File: src/rtl/apb_intc_pkg.sv
package apb_intc_pkg;

    typedef enum logic [1:0] {
        PH_IDLE   = 2'd0,
        PH_SETUP  = 2'd1,
        PH_ACCESS = 2'd2
    } apb_phase_e;

    typedef enum logic [2:0] {
        SEL_NONE   = 3'd0,
        SEL_EN_LO  = 3'd1,
        SEL_EN_HI  = 3'd2,
        SEL_MSK_LO = 3'd3,
        SEL_MSK_HI = 3'd4,
        SEL_ST_LO  = 3'd5,
        SEL_ST_HI  = 3'd6
    } reg_sel_e;

    localparam int OFS_EN_LO  = 'h00;
    localparam int OFS_EN_HI  = 'h04;
    localparam int OFS_MSK_LO = 'h08;
    localparam int OFS_MSK_HI = 'h0C;
    localparam int OFS_ST_LO  = 'h30;
    localparam int OFS_ST_HI  = 'h34;

    localparam int HALF_W = 32;
    localparam int MAX_SRC = 64;

endpackage

File: src/rtl/intc_sync.sv
module intc_sync #(
    parameter int WIDTH  = 8,
    parameter int STAGES = 2
) (
    input  logic             clk,
    input  logic             rst_n,
    input  logic [WIDTH-1:0] d_in,
    output logic [WIDTH-1:0] d_out
);
    logic [WIDTH-1:0] stg [STAGES];

    always_ff @(posedge clk or negedge rst_n) begin
        if (!rst_n) begin
            stg[0] <= '0;
        end else begin
            stg[0] <= d_in;
        end
    end

    for (genvar s = 1; s < STAGES; s++) begin : g_stage
        always_ff @(posedge clk or negedge rst_n) begin
            if (!rst_n) begin
                stg[s] <= '0;
            end else begin
                stg[s] <= stg[s-1];
            end
        end
    end

    assign d_out = stg[STAGES-1];
endmodule

File: src/rtl/intc_regfile.sv
module intc_regfile
    import apb_intc_pkg::*;
#(
    parameter int NUM_SRC = 40
) (
    input  logic               clk,
    input  logic               rst_n,
    input  logic               wr_en_lo,
    input  logic               wr_en_hi,
    input  logic               wr_msk_lo,
    input  logic               wr_msk_hi,
    input  logic [31:0]        wdata,
    output logic [NUM_SRC-1:0] en_q,
    output logic [NUM_SRC-1:0] msk_q
);
    // Write data bits for absent lines have no storage; fold them into a sink.
    logic unused_wdata_par;
    assign unused_wdata_par = ^wdata;

    for (genvar i = 0; i < NUM_SRC; i++) begin : g_bit
        localparam int HALF = i / HALF_W;
        localparam int POS  = i % HALF_W;

        logic hit_en;
        logic hit_msk;
        logic en_b;
        logic msk_b;

        assign hit_en  = (HALF == 0) ? wr_en_lo  : wr_en_hi;
        assign hit_msk = (HALF == 0) ? wr_msk_lo : wr_msk_hi;

        always_ff @(posedge clk or negedge rst_n) begin
            if (!rst_n) begin
                en_b <= 1'b0;
            end else if (hit_en) begin
                en_b <= wdata[POS];
            end
        end

        always_ff @(posedge clk or negedge rst_n) begin
            if (!rst_n) begin
                msk_b <= 1'b0;
            end else if (hit_msk) begin
                msk_b <= wdata[POS];
            end
        end

        assign en_q[i]  = en_b;
        assign msk_q[i] = msk_b;
    end
endmodule

File: src/rtl/intc_status.sv
module intc_status #(
    parameter int NUM_SRC = 40
) (
    input  logic               clk,
    input  logic               rst_n,
    input  logic [NUM_SRC-1:0] src_sync,
    input  logic [NUM_SRC-1:0] en_q,
    input  logic [NUM_SRC-1:0] msk_q,
    output logic [NUM_SRC-1:0] fstat,
    output logic               irq_q
);
    always_comb begin
        for (int i = 0; i < NUM_SRC; i++) begin
            fstat[i] = src_sync[i] & en_q[i] & ~msk_q[i];
        end
    end

    always_ff @(posedge clk or negedge rst_n) begin
        if (!rst_n) begin
            irq_q <= 1'b0;
        end else begin
            irq_q <= |fstat;
        end
    end
endmodule

File: src/rtl/apb_lvl_intc.sv
module apb_lvl_intc
    import apb_intc_pkg::*;
#(
    parameter int NUM_SRC = 40,
    parameter int ADDR_W  = 8
) (
    input  logic               pclk,
    input  logic               presetn,
    input  logic               psel,
    input  logic               penable,
    input  logic               pwrite,
    input  logic [ADDR_W-1:0]  paddr,
    input  logic [31:0]        pwdata,
    output logic [31:0]        prdata,
    output logic               pready,
    output logic               pslverr,
    input  logic [NUM_SRC-1:0] irq_in,
    output logic               irq_out
);
    localparam int PAD_W = MAX_SRC - NUM_SRC;

    if (NUM_SRC < 2 || NUM_SRC > MAX_SRC) begin : g_bad_cfg
        $error("apb_lvl_intc: NUM_SRC out of range");
    end
    if (ADDR_W < 6) begin : g_bad_addr
        $error("apb_lvl_intc: ADDR_W too small for the register map");
    end

    // ---------------- transfer phase state machine ----------------
    apb_phase_e ph_q;
    apb_phase_e ph_d;
    logic       wr_stb;
    logic       rd_cap;

    always_ff @(posedge pclk or negedge presetn) begin
        if (!presetn) begin
            ph_q <= PH_IDLE;
        end else begin
            ph_q <= ph_d;
        end
    end

    always_comb begin
        ph_d = PH_IDLE;
        unique case (ph_q)
            PH_IDLE: begin
                ph_d = (psel && !penable) ? PH_SETUP : PH_IDLE;
            end
            PH_SETUP: begin
                if (psel && penable) begin
                    ph_d = PH_ACCESS;
                end else if (psel) begin
                    ph_d = PH_SETUP;
                end else begin
                    ph_d = PH_IDLE;
                end
            end
            PH_ACCESS: begin
                ph_d = (psel && !penable) ? PH_SETUP : PH_IDLE;
            end
            default: ph_d = PH_IDLE;
        endcase
    end

    always_comb begin
        wr_stb = 1'b0;
        rd_cap = 1'b0;
        unique case (ph_q)
            PH_IDLE: begin
                rd_cap = psel && !penable && !pwrite;
            end
            PH_SETUP: begin
                wr_stb = psel && penable && pwrite;
                rd_cap = psel && !penable && !pwrite;
            end
            PH_ACCESS: begin
                rd_cap = psel && !penable && !pwrite;
            end
            default: begin
                wr_stb = 1'b0;
                rd_cap = 1'b0;
            end
        endcase
    end

    // ---------------- address decode ----------------
    reg_sel_e sel_d;

    always_comb begin
        sel_d = SEL_NONE;
        if (paddr == ADDR_W'(OFS_EN_LO)) begin
            sel_d = SEL_EN_LO;
        end else if (paddr == ADDR_W'(OFS_EN_HI)) begin
            sel_d = SEL_EN_HI;
        end else if (paddr == ADDR_W'(OFS_MSK_LO)) begin
            sel_d = SEL_MSK_LO;
        end else if (paddr == ADDR_W'(OFS_MSK_HI)) begin
            sel_d = SEL_MSK_HI;
        end else if (paddr == ADDR_W'(OFS_ST_LO)) begin
            sel_d = SEL_ST_LO;
        end else if (paddr == ADDR_W'(OFS_ST_HI)) begin
            sel_d = SEL_ST_HI;
        end
    end

    logic wr_en_lo;
    logic wr_en_hi;
    logic wr_msk_lo;
    logic wr_msk_hi;

    assign wr_en_lo  = wr_stb && (sel_d == SEL_EN_LO);
    assign wr_en_hi  = wr_stb && (sel_d == SEL_EN_HI);
    assign wr_msk_lo = wr_stb && (sel_d == SEL_MSK_LO);
    assign wr_msk_hi = wr_stb && (sel_d == SEL_MSK_HI);

    // ---------------- datapath ----------------
    logic [NUM_SRC-1:0] en_q;
    logic [NUM_SRC-1:0] msk_q;
    logic [NUM_SRC-1:0] src_sync;
    logic [NUM_SRC-1:0] fstat;
    logic               irq_q;

    intc_sync #(
        .WIDTH  (NUM_SRC),
        .STAGES (2)
    ) u_sync (
        .clk   (pclk),
        .rst_n (presetn),
        .d_in  (irq_in),
        .d_out (src_sync)
    );

    intc_regfile #(
        .NUM_SRC (NUM_SRC)
    ) u_regs (
        .clk       (pclk),
        .rst_n     (presetn),
        .wr_en_lo  (wr_en_lo),
        .wr_en_hi  (wr_en_hi),
        .wr_msk_lo (wr_msk_lo),
        .wr_msk_hi (wr_msk_hi),
        .wdata     (pwdata),
        .en_q      (en_q),
        .msk_q     (msk_q)
    );

    intc_status #(
        .NUM_SRC (NUM_SRC)
    ) u_stat (
        .clk      (pclk),
        .rst_n    (presetn),
        .src_sync (src_sync),
        .en_q     (en_q),
        .msk_q    (msk_q),
        .fstat    (fstat),
        .irq_q    (irq_q)
    );

    // ---------------- read path ----------------
    logic [MAX_SRC-1:0] en_w;
    logic [MAX_SRC-1:0] msk_w;
    logic [MAX_SRC-1:0] st_w;

    if (PAD_W > 0) begin : g_pad
        assign en_w  = {{PAD_W{1'b0}}, en_q};
        assign msk_w = {{PAD_W{1'b0}}, msk_q};
        assign st_w  = {{PAD_W{1'b0}}, fstat};
    end else begin : g_full
        assign en_w  = en_q;
        assign msk_w = msk_q;
        assign st_w  = fstat;
    end

    logic [31:0] rd_mux;
    logic [31:0] prdata_q;

    always_comb begin
        rd_mux = '0;
        unique case (sel_d)
            SEL_EN_LO:  rd_mux = en_w[31:0];
            SEL_EN_HI:  rd_mux = en_w[63:32];
            SEL_MSK_LO: rd_mux = msk_w[31:0];
            SEL_MSK_HI: rd_mux = msk_w[63:32];
            SEL_ST_LO:  rd_mux = st_w[31:0];
            SEL_ST_HI:  rd_mux = st_w[63:32];
            default:    rd_mux = '0;
        endcase
    end

    always_ff @(posedge pclk or negedge presetn) begin
        if (!presetn) begin
            prdata_q <= '0;
        end else if (rd_cap) begin
            prdata_q <= rd_mux;
        end
    end

    assign prdata  = prdata_q;
    assign pready  = 1'b1;
    assign pslverr = 1'b0;
    assign irq_out = irq_q;
endmodule

File: config.mk
export PLATFORM = sky130hd
export DESIGN_NAME = apb_lvl_intc
export DESIGN_NICKNAME = d
export VERILOG_FILES = /design/src/rtl/apb_intc_pkg.sv /design/src/rtl/intc_sync.sv /design/src/rtl/intc_regfile.sv /design/src/rtl/intc_status.sv /design/src/rtl/apb_lvl_intc.sv
export SDC_FILE = /design/constraint.sdc
export NUM_CORES = 1
export LEC_CHECK = 0
export ABC_AREA = 1
export BUFFER_PORTS_ARGS = -buffer_cell sky130_fd_sc_hd__buf_2
export CAP_MARGIN = 30
export CELL_PAD_IN_SITES_DETAIL_PLACEMENT = 0
export CELL_PAD_IN_SITES_GLOBAL_PLACEMENT = 1
export CORE_ASPECT_RATIO = 0.75
export CORE_MARGIN = 4
export CORE_UTILIZATION = 29
export CTS_BUF_LIST = sky130_fd_sc_hd__clkbuf_2 sky130_fd_sc_hd__clkbuf_4 sky130_fd_sc_hd__clkbuf_8
export CTS_CLUSTER_SIZE = 20
export DETAILED_ROUTE_END_ITERATION = 7
export PLACE_DENSITY = 0.6
export SLEW_MARGIN = 20
export SYNTH_ARGS = -nofsm -noshare
export SYNTH_HDL_FRONTEND = slang
export SYNTH_HIERARCHICAL = 1
export SYNTH_SLANG_ARGS = --single-unit
export TNS_END_PERCENT = 100
File: constraint.sdc
create_clock -name pclk -period 4.5 [get_ports pclk]
set_input_delay 0.45 -clock pclk [delete_from_list [all_inputs] [get_ports pclk]]
set_output_delay 0.45 -clock pclk [all_outputs]
set_load 0.01 [all_outputs]
After elaboration in Yosys (flattened, before gate mapping) --
Cells that the tools add are included.
Storage, ports and cells: bits in latches 0, bits of input ports 85, memory bits (read-only) 0, RAM bits 0, flip-flop bits (word level) 195, memories 0
Operators by class: shifts and indexed selects 0, div/mod/pow operators 0, bitwise operators 120, muxes and demuxes 13, order comparisons 0, equality and inequality tests 13, $add $sub $neg 0, reductions and logical operators 15, $mul 0
Operator list (count):
- one-hot mux 32 bit (6 select lines) | 1
- bitwise AND 1 bit | 80
- NOT 1 bit | 40
- OR reduction 40 bit | 1
- 2-to-1 mux 3 bit | 6
- equality test 8 x 4 -> 1 bit (second input constant) | 2
- equality test 8 x 6 -> 1 bit (second input constant) | 2
- equality test 3 bit (second input constant) | 3
- equality test 8 x 3 -> 1 bit (second input constant) | 1
- logical AND 1 bit | 8
- logical NOT 8 bit | 1
- equality test 3 x 2 -> 1 bit (second input constant) | 2
- 2-to-1 mux 1 bit | 4
- one-hot mux 2 bit (2 select lines) | 1
- equality test 3 x 1 -> 1 bit (second input constant) | 1
- OR reduction 3 bit | 1
- equality test 2 x 1 -> 1 bit (second input constant) | 1
- equality test 2 bit (second input constant) | 1
- logical NOT 1 bit | 2
- logical NOT 2 bit | 1
- 2-to-1 mux 2 bit | 1
- OR reduction 2 bit | 1

Longest topological paths before layout --
depth after elaboration 9, gate-level depth with buffers 11

Modules after synthesis --
Netlist, hierarchy kept.
By module, submodules not included:
- intc_regfile | cells an instance 420, seq. area each 2001.9 um^2, area each 3757.4 um^2, instances 1
- apb_lvl_intc | cells an instance 388, seq. area each 850.8 um^2, area each 2473.6 um^2, instances 1
- intc_sync | cells an instance 120, seq. area each 2001.9 um^2, area each 2302.2 um^2, instances 1
- intc_status | cells an instance 146, seq. area each 25.0 um^2, area each 703.2 um^2, instances 1

Least setup slack after synthesis --
OpenSTA, ideal clock, no wires.
path kind input to register, from input port psel, to register u_regs.g_bit[0].msk_b, library setup time 0.116 ns, data required time 4.384 ns, cell stages on the path 9, data arrival time 1.454 ns, path slack 2.930 ns, path through inv_1 > nor3_1 > nand2_1 > nor4_1 > buf_6 > inv_8 > buf_12 > nand2_2 > nand2_1
Between the ends: cells in the longest elaborated chain, start to end 4
RTL lines:
- from (decl) | RTL line apb_lvl_intc.sv:9 | input logic psel,
- logical AND 1 bit (2 in series) | RTL line apb_lvl_intc.sv:73 | wr_stb = psel && penable && pwrite;
- 2-to-1 mux 1 bit | RTL line apb_lvl_intc.sv:68 | unique case (ph_q)
- logical AND 1 bit | RTL line apb_lvl_intc.sv:113 | assign wr_msk_lo = wr_stb && (sel_d == SEL_MSK_LO);
- named net wr_msk_lo | RTL line apb_lvl_intc.sv:108 | logic wr_msk_lo;
- to (signal assigned) | RTL line intc_regfile.sv:44 | msk_b <= wdata[POS];
- to (decl) | RTL line intc_regfile.sv:27 | logic msk_b;
The timed path passes the listed nets, and every way through them passes these cells. A chain may end at the register's enable or synchronous reset.

Worst setup path in the final report --
from register ph_q[1], to register u_regs.g_bit[25].msk_b
Between the ends: cells in the longest elaborated chain, start to end 3
RTL lines:
- from (decl) | RTL line apb_lvl_intc.sv:30 | apb_phase_e ph_q;
- from (signal assigned) | RTL line apb_lvl_intc.sv:39 | ph_q <= ph_d;
- equality test 2 x 1 -> 1 bit | RTL line apb_lvl_intc.sv:68
- 2-to-1 mux 1 bit | RTL line apb_lvl_intc.sv:68
- logical AND 1 bit | RTL line apb_lvl_intc.sv:113
- named net wr_msk_lo | RTL line apb_lvl_intc.sv:108
- to (signal assigned) | RTL line intc_regfile.sv:44
- to (decl) | RTL line intc_regfile.sv:27
The timed path passes the listed nets, and every way through them passes these cells.

==> flow_summary.rst <==
.. list-table::
   :header-rows: 1

   * - Metric
     - Value
   * - Portion of the clock cycle consumed by the worst path in the final layout
     - between 40% and 50%
   * - Cell taking the most area after synthesis
     - dfrtp_1
   * - Area fraction of the dominant cell type after synthesis
     - a little over half
   * - Fraction of layout instances using a drive strength above 1
     - about a fifth
   * - Ports
     - 120
   * - Average cell area after synthesis
     - between 8 and 9 sq um
   * - Maximum number of pins on one net before global-route repair
     - between 90 and 100
   * - Total number of yosys warnings
     - 6
   * - Wire length per cell
     - between 15 and 20 microns
   * - Mapped Nets
     - roughly 1200
   * - Post-DP HPWL
     - about 17 mm
   * - Measured slew at the worst slew-check pin
     - between 900 and 1000 ps
   * - Initial detailed-routing violation count
     - between 300 and 400
   * - Number of enable-type register cells in the synthesized netlist
     - 0
   * - Final Setup Violations
     - 0
   * - Final hold viol count
     - 0
   * - Fmax
     - 484 MHz
   * - Result of the run
     - complete, no violations
   * - Via count of the first global-routing pass
     - a little over 6000
   * - Placeable core region
     - between 30000 and 40000 sq um
   * - Avg Vias per Cell
     - 4.16
   * - Max-cap viol count
     - 0
   * - Count of mapped cells out of synthesis
     - between 1000 and 1500
   * - Pins Over Slew Limit
     - 0
   * - Number of post-CTS setup repair buffers
     - 0
   * - Worst-path fanout max
     - 32
   * - Prevailing post-synth register cell
     - dfrtp_1
   * - Share of synthesized registers carrying an async set or reset
     - between 90% and 100%
   * - Critical Path Start Type
     - flip-flop
   * - Number of buffers added by the clock tree synthesis step
     - 17
   * - Top cells by instance count after synthesis
     - nand2_1, dfrtp_1, buf_4
   * - Antenna violation net count after detailed routing
     - 0
   * - Initial Util
     - between 20 and 30%
   * - Setup repair after global routing missed its margin
     - no
   * - Buffer cell driving the clock tree root
     - clkbuf_8
   * - Pre-antenna DRT Iters
     - 5
   * - Most repeated cell in the gate-level netlist after synthesis
     - nand2_1
   * - Total length of routed wires
     - ~25 mm
   * - Floorplan row count
     - 56
   * - Synthesis-stage register bit count
     - 195
   * - Worst skew pair latency
     - 480 ps
   * - Total power divided by cell area
     - 323 nW/um^2
   * - Number of buffers added to fix hold violations after cts
     - 0
   * - WS Path Type
     - reg2reg
   * - Max-Slew Margin vs Limit
     - a little over a third
   * - Number of sinks handled by clock tree synthesis
     - around 200
   * - Total negative setup slack
     - 0 ps
   * - Worst-case clock buffer depth
     - 2
   * - Layout-stage area growth over the synthesis result
     - 3.96%
   * - Number of levels the H-tree was split into
     - 4
   * - GRT Resource Usage Total
     - roughly 15%
   * - Clock tree from TritonCTS
     - yes
   * - Seq/Total Area, Yosys
     - ~53%
   * - Data arrival time of the critical path
     - approximately 2400 ps
   * - Initial antenna violation count
     - 8
   * - Routability Congestion
     - between 0.8 and 0.9
   * - Wire length of the first global-routing pass
     - 38.5 mm
   * - Final net count
     - approximately 1100
   * - Area of the mapped netlist
     - around 9000 sq um
   * - DRC violations left
     - 0
   * - Synth unique cells
     - 26
   * - Vert. Die Dim
     - roughly 160 microns
   * - Leading post-synthesis cells by cell area
     - dfrtp_1, nand2_1, buf_4
   * - Type of the most critical hold path
     - in2async
   * - Clock period minus final worst setup slack
     - between 2000 and 2500 ps
   * - Static Leakage
     - 5.47 nW
   * - Peak VDD IR
     - about 0.00016 V
   * - Post-CTS sizing
     - 0
   * - Endpoint class of the critical path
     - flip-flop
   * - Data required time of the critical path
     - 4870 ps
   * - Worst clock skew
     - just over 20 ps
   * - Vias
     - ~6200
   * - Horizontal die dimension
     - about 210 microns
   * - Congestion Overflow GR
     - 0
   * - Clock-pin slew of the registers on the worst-case setup and hold paths
     - around 100 ps
   * - Die area
     - roughly 35000 sq um
   * - Total power of the final layout
     - between 3 and 4 mW
   * - Number of port buffers
     - between 100 and 150
## path summary, 6_finish.rpt
path                                          startpoint  slack (ps)                                 end  depth (start not counted)
worst max-delay path                   ph_q[1]$_DFF_PN0_        2430  u_regs/g_bit[25].msk_b$_DFFE_PN0P_                          7
worst min-delay path                             presetn          30            u_sync/stg[43]$_DFF_PN0_                          1
worst max register to register         ph_q[1]$_DFF_PN0_        2430  u_regs/g_bit[25].msk_b$_DFFE_PN0P_                          7
worst min register to register  u_sync/stg[67]$_DFF_PN0_         360          u_sync/d_out[27]$_DFF_PN0_                          0
max in group asynchronous                        presetn        3400          u_sync/d_out[14]$_DFF_PN0_                          2
min in group pclk                             irq_in[35]          60            u_sync/stg[75]$_DFF_PN0_                          1
## state kept, by name, summed over array words and instances (netlist names)
signal	count
u_sync/stg	40
ph_q	2
u_sync/d_out	40
prdata	32
u_stat/irq_q	1
u_regs/g_bit.msk_b	40
u_regs/g_bit.en_b	40
## critical path, cell delays in order (launching register included)
cell	delay (ps)
dfrtp_1	390
nor3_1	280
nand2_1	270
nor4_2	260
buf_4	390
inv_8	200
nand2_1	120
nand2_1	50
## layout by cell type, fill, tap and decap left out, drive strengths merged
cell type / count
nor3: 4
conb: 2
clkinv: 3
diode: 3
nor4: 3
nand3b: 14
clkinvlp: 1
or2: 1
nand2: 468
dfrtp: 195
clkbuf: 20
bufinv: 1
nand3: 103
buf: 128
nor2: 43
nand4: 1
inv: 89
## per-layer routing
| layer | vias to the layer above | global-route usage (%) | part of all wire [%] |
|---|---|---|---|
| met3 | 23 | 3.69 | 4.8 |
| li1 | 3125 | - | - |
| met1 | 2907 | 22.4 | 53 |
| met5 | - | 0 | 0.26 |
| met4 | 10 | 3.39 | 1.1 |
| met2 | 120 | 20.2 | 41 |
## report_power, final
group / switching, mW / internal (mW)
registers: 0.0208 / 1.79
logic: 0.0935 / 0.0374
clock network: 0.677 / 0.482
## final cells by class
cell class	count	area, sq um
diodes	3	7.51
clock buffers	19	255
clock inverters	13	139
fillers	3353	21700
inverters	81	314
multi-input cells	639	2810
flip-flops and latches	195	4880
well taps	406	508
repair buffers	129	692
## cell families (layout without fill, tap and decap cells)
group | count (synthesis) | after routing | synth area share (%)
other cells | 2 | 5 | 0.0813
buf+inv | 240 | 242 | 17.0
simple gates | 637 | 637 | 30.0
flops | 195 | 195 | 52.8
## metrics by stage
step / std cells / setup WS (ps) / cell area (sq um) / hold WS [ps] / utilization, %
global route: 1484 / 2270 / 9600 / 24.3 / 30.6
finish: 1485 / 2430 / 9600 / 33.8 / 30.7
detailed placement: 1450 / 2240 / 9200 / 335 / 29.4
global placement: 1449 / 2200 / 9190 / 333 / 29.3
CTS: 1482 / 2410 / 9590 / 25.6 / 30.6
floorplan: 1074 / 2930 / 9240 / 154 / -
Note: power is estimated with default switching activity, not from simulation.
